===== src/rtl/lm_pkg.sv =====
package lm_pkg;
  localparam int BIT_PE   = 0;
  localparam int BIT_PG   = 31;
  localparam int BIT_PAE  = 5;
  localparam int BIT_LME  = 8;
  localparam int BIT_LMA  = 10;

  localparam logic [1:0] SEL_CR0  = 2'd0;
  localparam logic [1:0] SEL_CR4  = 2'd1;
  localparam logic [1:0] SEL_EFER = 2'd2;

  typedef enum logic [1:0] {
    MODE_REAL   = 2'd0,
    MODE_PROT   = 2'd1,
    MODE_COMPAT = 2'd2,
    MODE_64     = 2'd3
  } mode_e;

  typedef struct packed {
    logic pe;
    logic pg;
    logic pae;
    logic lme;
    logic lma;
  } ctl_t;
endpackage


===== src/rtl/lm_wr_check.sv =====
module lm_wr_check
  import lm_pkg::*;
#(
  parameter int DATA_W = 64,
  parameter int SEL_W  = 2
) (
  input  ctl_t              cur,
  input  logic              wr_en,
  input  logic [SEL_W-1:0]  wr_sel,
  input  logic [DATA_W-1:0] wr_data,
  output ctl_t              nxt,
  output logic              gp
);
  ctl_t cand;
  logic bad;

  always_comb begin
    cand = cur;
    bad  = 1'b0;
    if (wr_en) begin
      case (wr_sel)
        SEL_CR0: begin
          cand.pe = wr_data[BIT_PE];
          cand.pg = wr_data[BIT_PG];
          if (cand.pg && !cand.pe) bad = 1'b1;
          if (cand.pg && !cur.pg && cur.lme && (!cur.pae || !cur.pe)) bad = 1'b1;
          if (!cand.pg)    cand.lma = 1'b0;
          else if (!cur.pg) cand.lma = cur.lme;
        end
        SEL_CR4: begin
          cand.pae = wr_data[BIT_PAE];
          if (cur.lma && !cand.pae) bad = 1'b1;
        end
        SEL_EFER: begin
          cand.lme = wr_data[BIT_LME];
          if (cur.pg && (cand.lme != cur.lme)) bad = 1'b1;
        end
        default: ;
      endcase
    end
    nxt = bad ? cur : cand;
    gp  = bad;
  end
endmodule


===== src/rtl/lm_state_regs.sv =====
module lm_state_regs
  import lm_pkg::*;
(
  input  logic clk,
  input  logic rst,
  input  ctl_t nxt,
  input  logic gp,
  input  logic cs_load,
  input  logic cs_l,
  output ctl_t cur,
  output logic csl_nxt,
  output logic fault
);
  logic csl_q;

  always_comb begin
    if (!nxt.lma)                 csl_nxt = 1'b0;
    else if (cs_load && cur.lma)  csl_nxt = cs_l;
    else                          csl_nxt = csl_q;
  end

  always_ff @(posedge clk) begin
    if (rst) begin
      cur   <= '0;
      csl_q <= 1'b0;
      fault <= 1'b0;
    end else begin
      cur   <= nxt;
      csl_q <= csl_nxt;
      fault <= gp;
    end
  end

  // active long mode always sits on a full legal configuration
  p_lma_config_r4: assert property (@(posedge clk) disable iff (rst)
    cur.lma |-> (cur.pg && cur.pe && cur.pae && cur.lme));

  // no register bit moves across a rejected write
  p_fault_stable_r10: assert property (@(posedge clk) disable iff (rst)
    fault |-> ($stable(cur) && !$past(rst)));

  // activation only with protection on before the write
  p_enter_from_prot_r5: assert property (@(posedge clk) disable iff (rst)
    $rose(cur.lma) |-> ($past(cur.pe) && !$past(rst)));
endmodule


===== src/rtl/lm_submode.sv =====
module lm_submode
  import lm_pkg::*;
(
  input  logic       clk,
  input  logic       rst,
  input  ctl_t       nxt,
  input  logic       csl_nxt,
  output logic [1:0] submode
);
  mode_e mode_d;

  always_comb begin
    if (!nxt.pe)       mode_d = MODE_REAL;
    else if (!nxt.lma) mode_d = MODE_PROT;
    else if (csl_nxt)  mode_d = MODE_64;
    else               mode_d = MODE_COMPAT;
  end

  always_ff @(posedge clk) begin
    if (rst) submode <= MODE_REAL;
    else     submode <= mode_d;
  end
endmodule


===== src/rtl/lm_ctrl_seq.sv =====
module lm_ctrl_seq
  import lm_pkg::*;
#(
  parameter int DATA_W = 64,
  parameter int SEL_W  = 2
) (
  input  logic              clk,
  input  logic              rst,
  input  logic              wr_en,
  input  logic [SEL_W-1:0]  wr_sel,
  input  logic [DATA_W-1:0] wr_data,
  input  logic              cs_load,
  input  logic              cs_l,
  input  logic [SEL_W-1:0]  rd_sel,
  output logic [DATA_W-1:0] rd_data,
  output logic              fault,
  output logic              lm_active,
  output logic [1:0]        submode
);
  ctl_t cur, nxt;
  logic gp, csl_nxt;
  logic [DATA_W-1:0] rd_d;

  lm_wr_check #(.DATA_W(DATA_W), .SEL_W(SEL_W)) u_chk (
    .cur(cur), .wr_en(wr_en), .wr_sel(wr_sel), .wr_data(wr_data),
    .nxt(nxt), .gp(gp)
  );

  lm_state_regs u_regs (
    .clk(clk), .rst(rst), .nxt(nxt), .gp(gp), .cs_load(cs_load),
    .cs_l(cs_l), .cur(cur), .csl_nxt(csl_nxt), .fault(fault)
  );

  lm_submode u_mode (
    .clk(clk), .rst(rst), .nxt(nxt), .csl_nxt(csl_nxt), .submode(submode)
  );

  assign lm_active = cur.lma;

  always_comb begin
    rd_d = '0;
    case (rd_sel)
      SEL_CR0: begin
        rd_d[BIT_PE] = cur.pe;
        rd_d[BIT_PG] = cur.pg;
      end
      SEL_CR4:  rd_d[BIT_PAE] = cur.pae;
      SEL_EFER: begin
        rd_d[BIT_LME] = cur.lme;
        rd_d[BIT_LMA] = cur.lma;
      end
      default: ;
    endcase
  end

  always_ff @(posedge clk) begin
    if (rst) rd_data <= '0;
    else     rd_data <= rd_d;
  end

  // a fault pulse always follows a register write
  p_fault_from_write_r10: assert property (@(posedge clk) disable iff (rst)
    fault |-> $past(wr_en));

  // the 64-bit submode is reported only inside long mode
  p_mode64_active_r6: assert property (@(posedge clk) disable iff (rst)
    (submode == MODE_64) |-> lm_active);

  // leaving paging drops long mode and lands in protected mode
  p_exit_prot_r8: assert property (@(posedge clk) disable iff (rst)
    $fell(lm_active) && cur.pe |-> (submode == MODE_PROT));
endmodule


===== config.mk =====
export PLATFORM = sky130hd
export DESIGN_NAME = lm_ctrl_seq
export DESIGN_NICKNAME = d
export VERILOG_FILES = /design/src/rtl/lm_pkg.sv /design/src/rtl/lm_wr_check.sv /design/src/rtl/lm_state_regs.sv /design/src/rtl/lm_submode.sv /design/src/rtl/lm_ctrl_seq.sv
export SDC_FILE = /design/constraint.sdc
export NUM_CORES = 1
export LEC_CHECK = 0
export ABC_AREA = 1
export BUFFER_PORTS_ARGS = -buffer_cell sky130_fd_sc_hd__buf_2
export CORE_UTILIZATION = 34
export DETAILED_ROUTE_END_ITERATION = 10
export MAX_ROUTING_LAYER = met4
export PLACE_DENSITY = 0.87
export SYNTH_ARGS = -nofsm -noshare
export SYNTH_HDL_FRONTEND = slang
export SYNTH_SLANG_ARGS = --single-unit

===== constraint.sdc =====
create_clock -name clk -period 2.8 [get_ports clk]
set_clock_uncertainty 0.05 [all_clocks]
set_input_delay 0 -clock clk [delete_from_list [all_inputs] [get_ports clk]]
set_output_delay 0 -clock clk [all_outputs]
set_load 0.02 [all_outputs]

# == Word level (Yosys, flattened, before mapping) ==
# Index checks and enable logic that the tools add are counted.
# word_totals
regBits,73
latch_bits,0
mem_bits_rw,0
romBits,0
input_bits,73
out_inout_bits,68
word_cells,65
memories,0
# classes
addsub,0
n_mul,0
n_div,0
order_cmp,0
eq_ne,5
shifts,0
mux,18
bitwise_logic,6
n_reduce_logical,23
# op_table
operator,count
1-bit 2-to-1 mux,14
5-bit 2-to-1 mux,2
3-bit AND reduction,3
2-bit OR reduction,4
1-bit logical AND,7
1-bit NOT,6
1-bit zero test,5
"2-bit by 1-bit equality test with 1-bit output, second input constant",2
"2-bit equality test, second input constant",2
2-bit zero test,2
1-bit case mux with 3 select lines,1
3-bit OR reduction,1
2-bit 2-to-1 mux,1
1-bit logical OR,1
1-bit inequality test,1

# == Longest topological paths before layout ==
# depth
word_depth,11
ltp_mapped,11
ltp_nobuf,11

# == Cells and area by module ==
# From an unflattened synthesis, not the netlist that was laid out.
# unflattened
hier_cells,172
hier_area_um2,1167.4
# modules_own_cells
mod,instances,cells_per_inst,area_each_um2,seq_area_each_um2
lm_ctrl_seq,1,79,603.1,100.1
lm_wr_check,1,58,274.0,0.0
lm_state_regs,1,27,225.2,140.1
lm_submode,1,8,65.1,40.0

# == Worst setup path after synthesis ==
# Ideal clock, no wire load.
# synth_path
kind,register to register
start,register u_regs.cur[0] (netlist name)
end,register u_regs.csl_q
setup_ps,119
arrival_ps,1134
required_ps,2631
slack_ps,1497
path_stages_with_launch,10
path_buffers,0
period_less_slack_ps,1303
cell_sequence,dfxtp_1 > nand2_1 > nor2_1 > nor2_4 > nand2_2 > nand2_1 > nand2_2 > nand2_1 > nand2_1 > nor2_1
# synth_between
elab_chain_cells,6
elab_cells_between_ends,12
cone_classes,mux (10); reduce/logical (2)
# synth_lines
element,line_no,rtl
1-bit logical AND / 1-bit 2-to-1 mux (equally long branches),"lm_wr_check.sv:32, lm_wr_check.sv:28",
1-bit 2-to-1 mux (on tied branches),"lm_wr_check.sv:32, lm_wr_check.sv:27",
1-bit case mux with 3 select lines / 1-bit 2-to-1 mux (equally long branches),lm_wr_check.sv:21,case (wr_sel)
1-bit 2-to-1 mux / 5-bit 2-to-1 mux (equally long branches),lm_wr_check.sv:20,if (wr_en) begin
5-bit 2-to-1 mux,lm_wr_check.sv:41,nxt = bad ? cur : cand;
1-bit 2-to-1 mux (*),lm_state_regs.sv:17,if (!nxt.lma) csl_nxt = 1'b0;
to (signal assigned),lm_state_regs.sv:29,csl_q <= csl_nxt;
to (decl),lm_state_regs.sv:14,logic csl_q;
# Mark *: on every way between the ends. The rest lies on a longest branch, timed or not.
# A chain may end at the register's enable or synchronous reset.

# == Worst setup path after layout ==
# layout_path
start,input wr_data[31]
end,register u_regs.fault
# layout_between
elab_chain_cells,6
elab_cells_between_ends,8
cone_classes,mux (4); reduce/logical (4)
# layout_lines
element,line_no,rtl
from (decl),lm_ctrl_seq.sv:11,"input logic [DATA_W-1:0] wr_data,"
1-bit logical AND (3 in series),lm_wr_check.sv:26,if (cand.pg && !cur.pg && cur.lme && (!cur.pae || !cur.pe)) bad = 1'b1;
1-bit 2-to-1 mux (*),lm_wr_check.sv:26,
1-bit case mux with 3 select lines (*),lm_wr_check.sv:21,
1-bit 2-to-1 mux (*),lm_wr_check.sv:20,
to (signal assigned),lm_state_regs.sv:30,fault <= gp;
to (decl),lm_state_regs.sv:12,output logic fault
# Marked as above.

==> reports/results.txt <==
fmax = 0.607 GHz
fin util = 38.7%
DP Area = 978 um^2
EDFF count, synth = 0
die area = 0.00334 mm^2
Buffers on Ports = 21
Synth Area in Simple Gates = 20.5%
die height = 57.8 um
category of the most critical setup path = in2reg
most instantiated library cell after synthesis = buf_4
Nets = 256
fraction of layout cells with a size suffix above 1 = 16.5%
Setup Fix Bufs, Post-CTS = 0
status = finished with violations
wire per inst = 7.36 um
P&R area growth vs syn = 4.25%
Placement Setup Slack = 1.49 ns
setup TNS = 0 ns
RePlAce Congestion = 0.805
synth warn = 0
DRC Markers = 5
ys flop type = dfxtp_1
Routed WL = 1.57 mm
violated checks = design-rule violations
H-tree Lvls = 1
TritonCTS clock tree = done
Seq cells post-synth = 14
Cells after Synth = 149
vias = 769
Syn Std Cell Area = 0.00106 mm^2
clock transition at the registers of the reported paths = 0.08 ns
global route total overflow = 0
cts bufs inserted = 3
starting DRC count in detailed routing = 25
pwr dens = 422 mW/mm^2
Clk Latency, worst-skew pair = 0.28 ns
final hold vios = 0
post-route ant nets = 0
CP max FO = 4
critical hold path startpoint = wr_sel[1]
Max-Cap Viols = 0
largest net degree at the start of global routing = 9
Final Max Tran Viols = 0
GRT Overall Usage = 9.42%
worst reg-to-reg setup slack = 1.16 ns
drt via density = 3.61
Worst Reg-to-Reg Cells = 9
post-synthesis mux area share = 0.945%
core area = 0.00285 mm^2
# diodes = 0
Initial Util = 37.1%
end of the worst register-to-register path = u_regs.fault
adder-cell share of the synthesized area = 0%
HPWL after DPL = 1.29 mm
first-pass GRT wire length = 2.32 mm
Ports = 141
Async SR Flop Fraction = 0%
clock root cell = clkbuf_4
Mean Syn Cell Area = 7.11 um^2
die width = 57.8 um
clk buf depth = 2
number of clock sinks = 14
# setup viols final = 0
WP data required = 2.98 ns
Worst Hold Depth = 4
RSZ-0062 raised after global routing = no
main combinational cell family by area after synthesis = buffers and inverters
Lkg Pwr = 0.000651 uW
xor/xnor cell area share of the yosys netlist = 0%
final period utilization = 58.9%
synth unique cells = 16
top cell type's share of synthesized area = 41.8%
area leader, netlist = buf_4
Worst Setup End Kind = flop
worst setup margin = 1.15 ns
peak supply drop = 0.000147 V
Hold EP = u_regs.cur[2]
initial antenna violation count = 0
finished layout cell area = 0.00110 mm^2
RR Startpoint = u_regs.cur[1]
Final min period = 1.65 ns
# rows = 19
startpoint types = input port
Hold Crit Class = in2reg
crit path DAT = 1.82 ns
Min Hold Slack = 0.00392 ns
top cells by area, synth = buf_4 42%, dfxtp_1 26%, nand2_1 6.7%
vias in the first global route = 599
DRT Pass-1 Iters = 7
Seq/Total Area, Yosys = 26.4%
Synth Area in Compound Gates = 4.25%
Commonest cells post-synth = 59 x buf_4, 19 x nand2_1, 16 x inv_1, 15 x nor2_1, 14 x dfxtp_1
[stage by stage]
| step | power, uW | cells |
|---|---|---|
| 3_5_place_dp | 320 | 200 |
| 5_1_grt | 486 | 213 |
| 6_report | 466 | 213 |
| 2_1_floorplan | 366 | 207 |
| 4_1_cts | 469 | 213 |
| 3_3_place_gp | 319 | 200 |
[worst max-delay path: stages]
cell and delay [ns]:
dlygate4sd3_1 0.52, buf_2 0.13, inv_1 0.04, or2_0 0.19
nand2_1 0.08, nand2_2 0.07, nand2_2 0.08, nand2_1 0.08
nor2_1 0.09, dlygate4sd3_1 0.54
[report_power, final]
group          total [uW]  internal [uW]  leakage (uW)  switching [uW]
sequential            206            204      0.000113            2.76
clock                 141           79.1     0.0000210            62.3
combinational         119           22.5      0.000517            96.1
total                 466            305      0.000651             161
[flip-flops by register name, indices dropped and copies added, names as in the netlist]
register	count
rd_data	5
u_mode.submode	2
u_regs.cur	5
u_regs.fault	1
u_regs.csl_q	1
[kinds of logic (layout without fill, tap and decap cells)]
family | Yosys count | after routing
buffers and inverters | 75 | 50
and+or+nand+nor | 49 | 49
DFF | 14 | 14
AOI/OAI and AO/OA | 9 | 9
other | 1 | 59
muxes | 1 | 1
[final cells by class]
type | instances | area (um^2)
inverter | 16 | 60.1
tap | 31 | 38.8
sequential | 14 | 280
multi-input combinational | 118 | 494
fill | 290 | 1750
timing repair buffer | 30 | 195
clock buffer | 4 | 36.3
[metal layers]
layer,wire length [um],vias to the layer above,GRT usage [%],share of wire [%]
met5,0,-,-,0
met4,27,0,6.12,1.7
met3,128,4,2.01,8.2
met2,760,44,14.8,49
met1,652,318,10.8,42
li1,-,403,-,-
[layout by cell type (no fill, tap or decap), types with 6 or more instances in the layout]
master,instances
a21oi_1,6
buf_2,21
conb_1,59
dfxtp_1,14
dlygate4sd3_1,9
inv_1,16
nand2_1,19
nand3_1,7
nor2_1,15
[how the worst max path moves through the flow]
| stage | end | slack, ns | start |
|---|---|---|---|
| final | u_regs.fault | 1.15 | wr_data[31] |
| after global routing | u_regs.fault | 1.02 | u_regs.cur[1] |
| after CTS | u_regs.fault | 1.16 | u_regs.cur[1] |
| after detailed placement | u_regs.csl_q | 1.49 | u_regs.cur[1] |
| after global placement | u_regs.csl_q | 1.50 | u_regs.cur[1] |
| after floorplan | u_regs.csl_q | 1.50 | u_regs.cur[0] |
[repair_timing]
item	in CTS	in global routing
resized for setup	0	0
hold buffers	9	0
hold endpoints to repair	11	0
(Power assumes the default switching activity.)
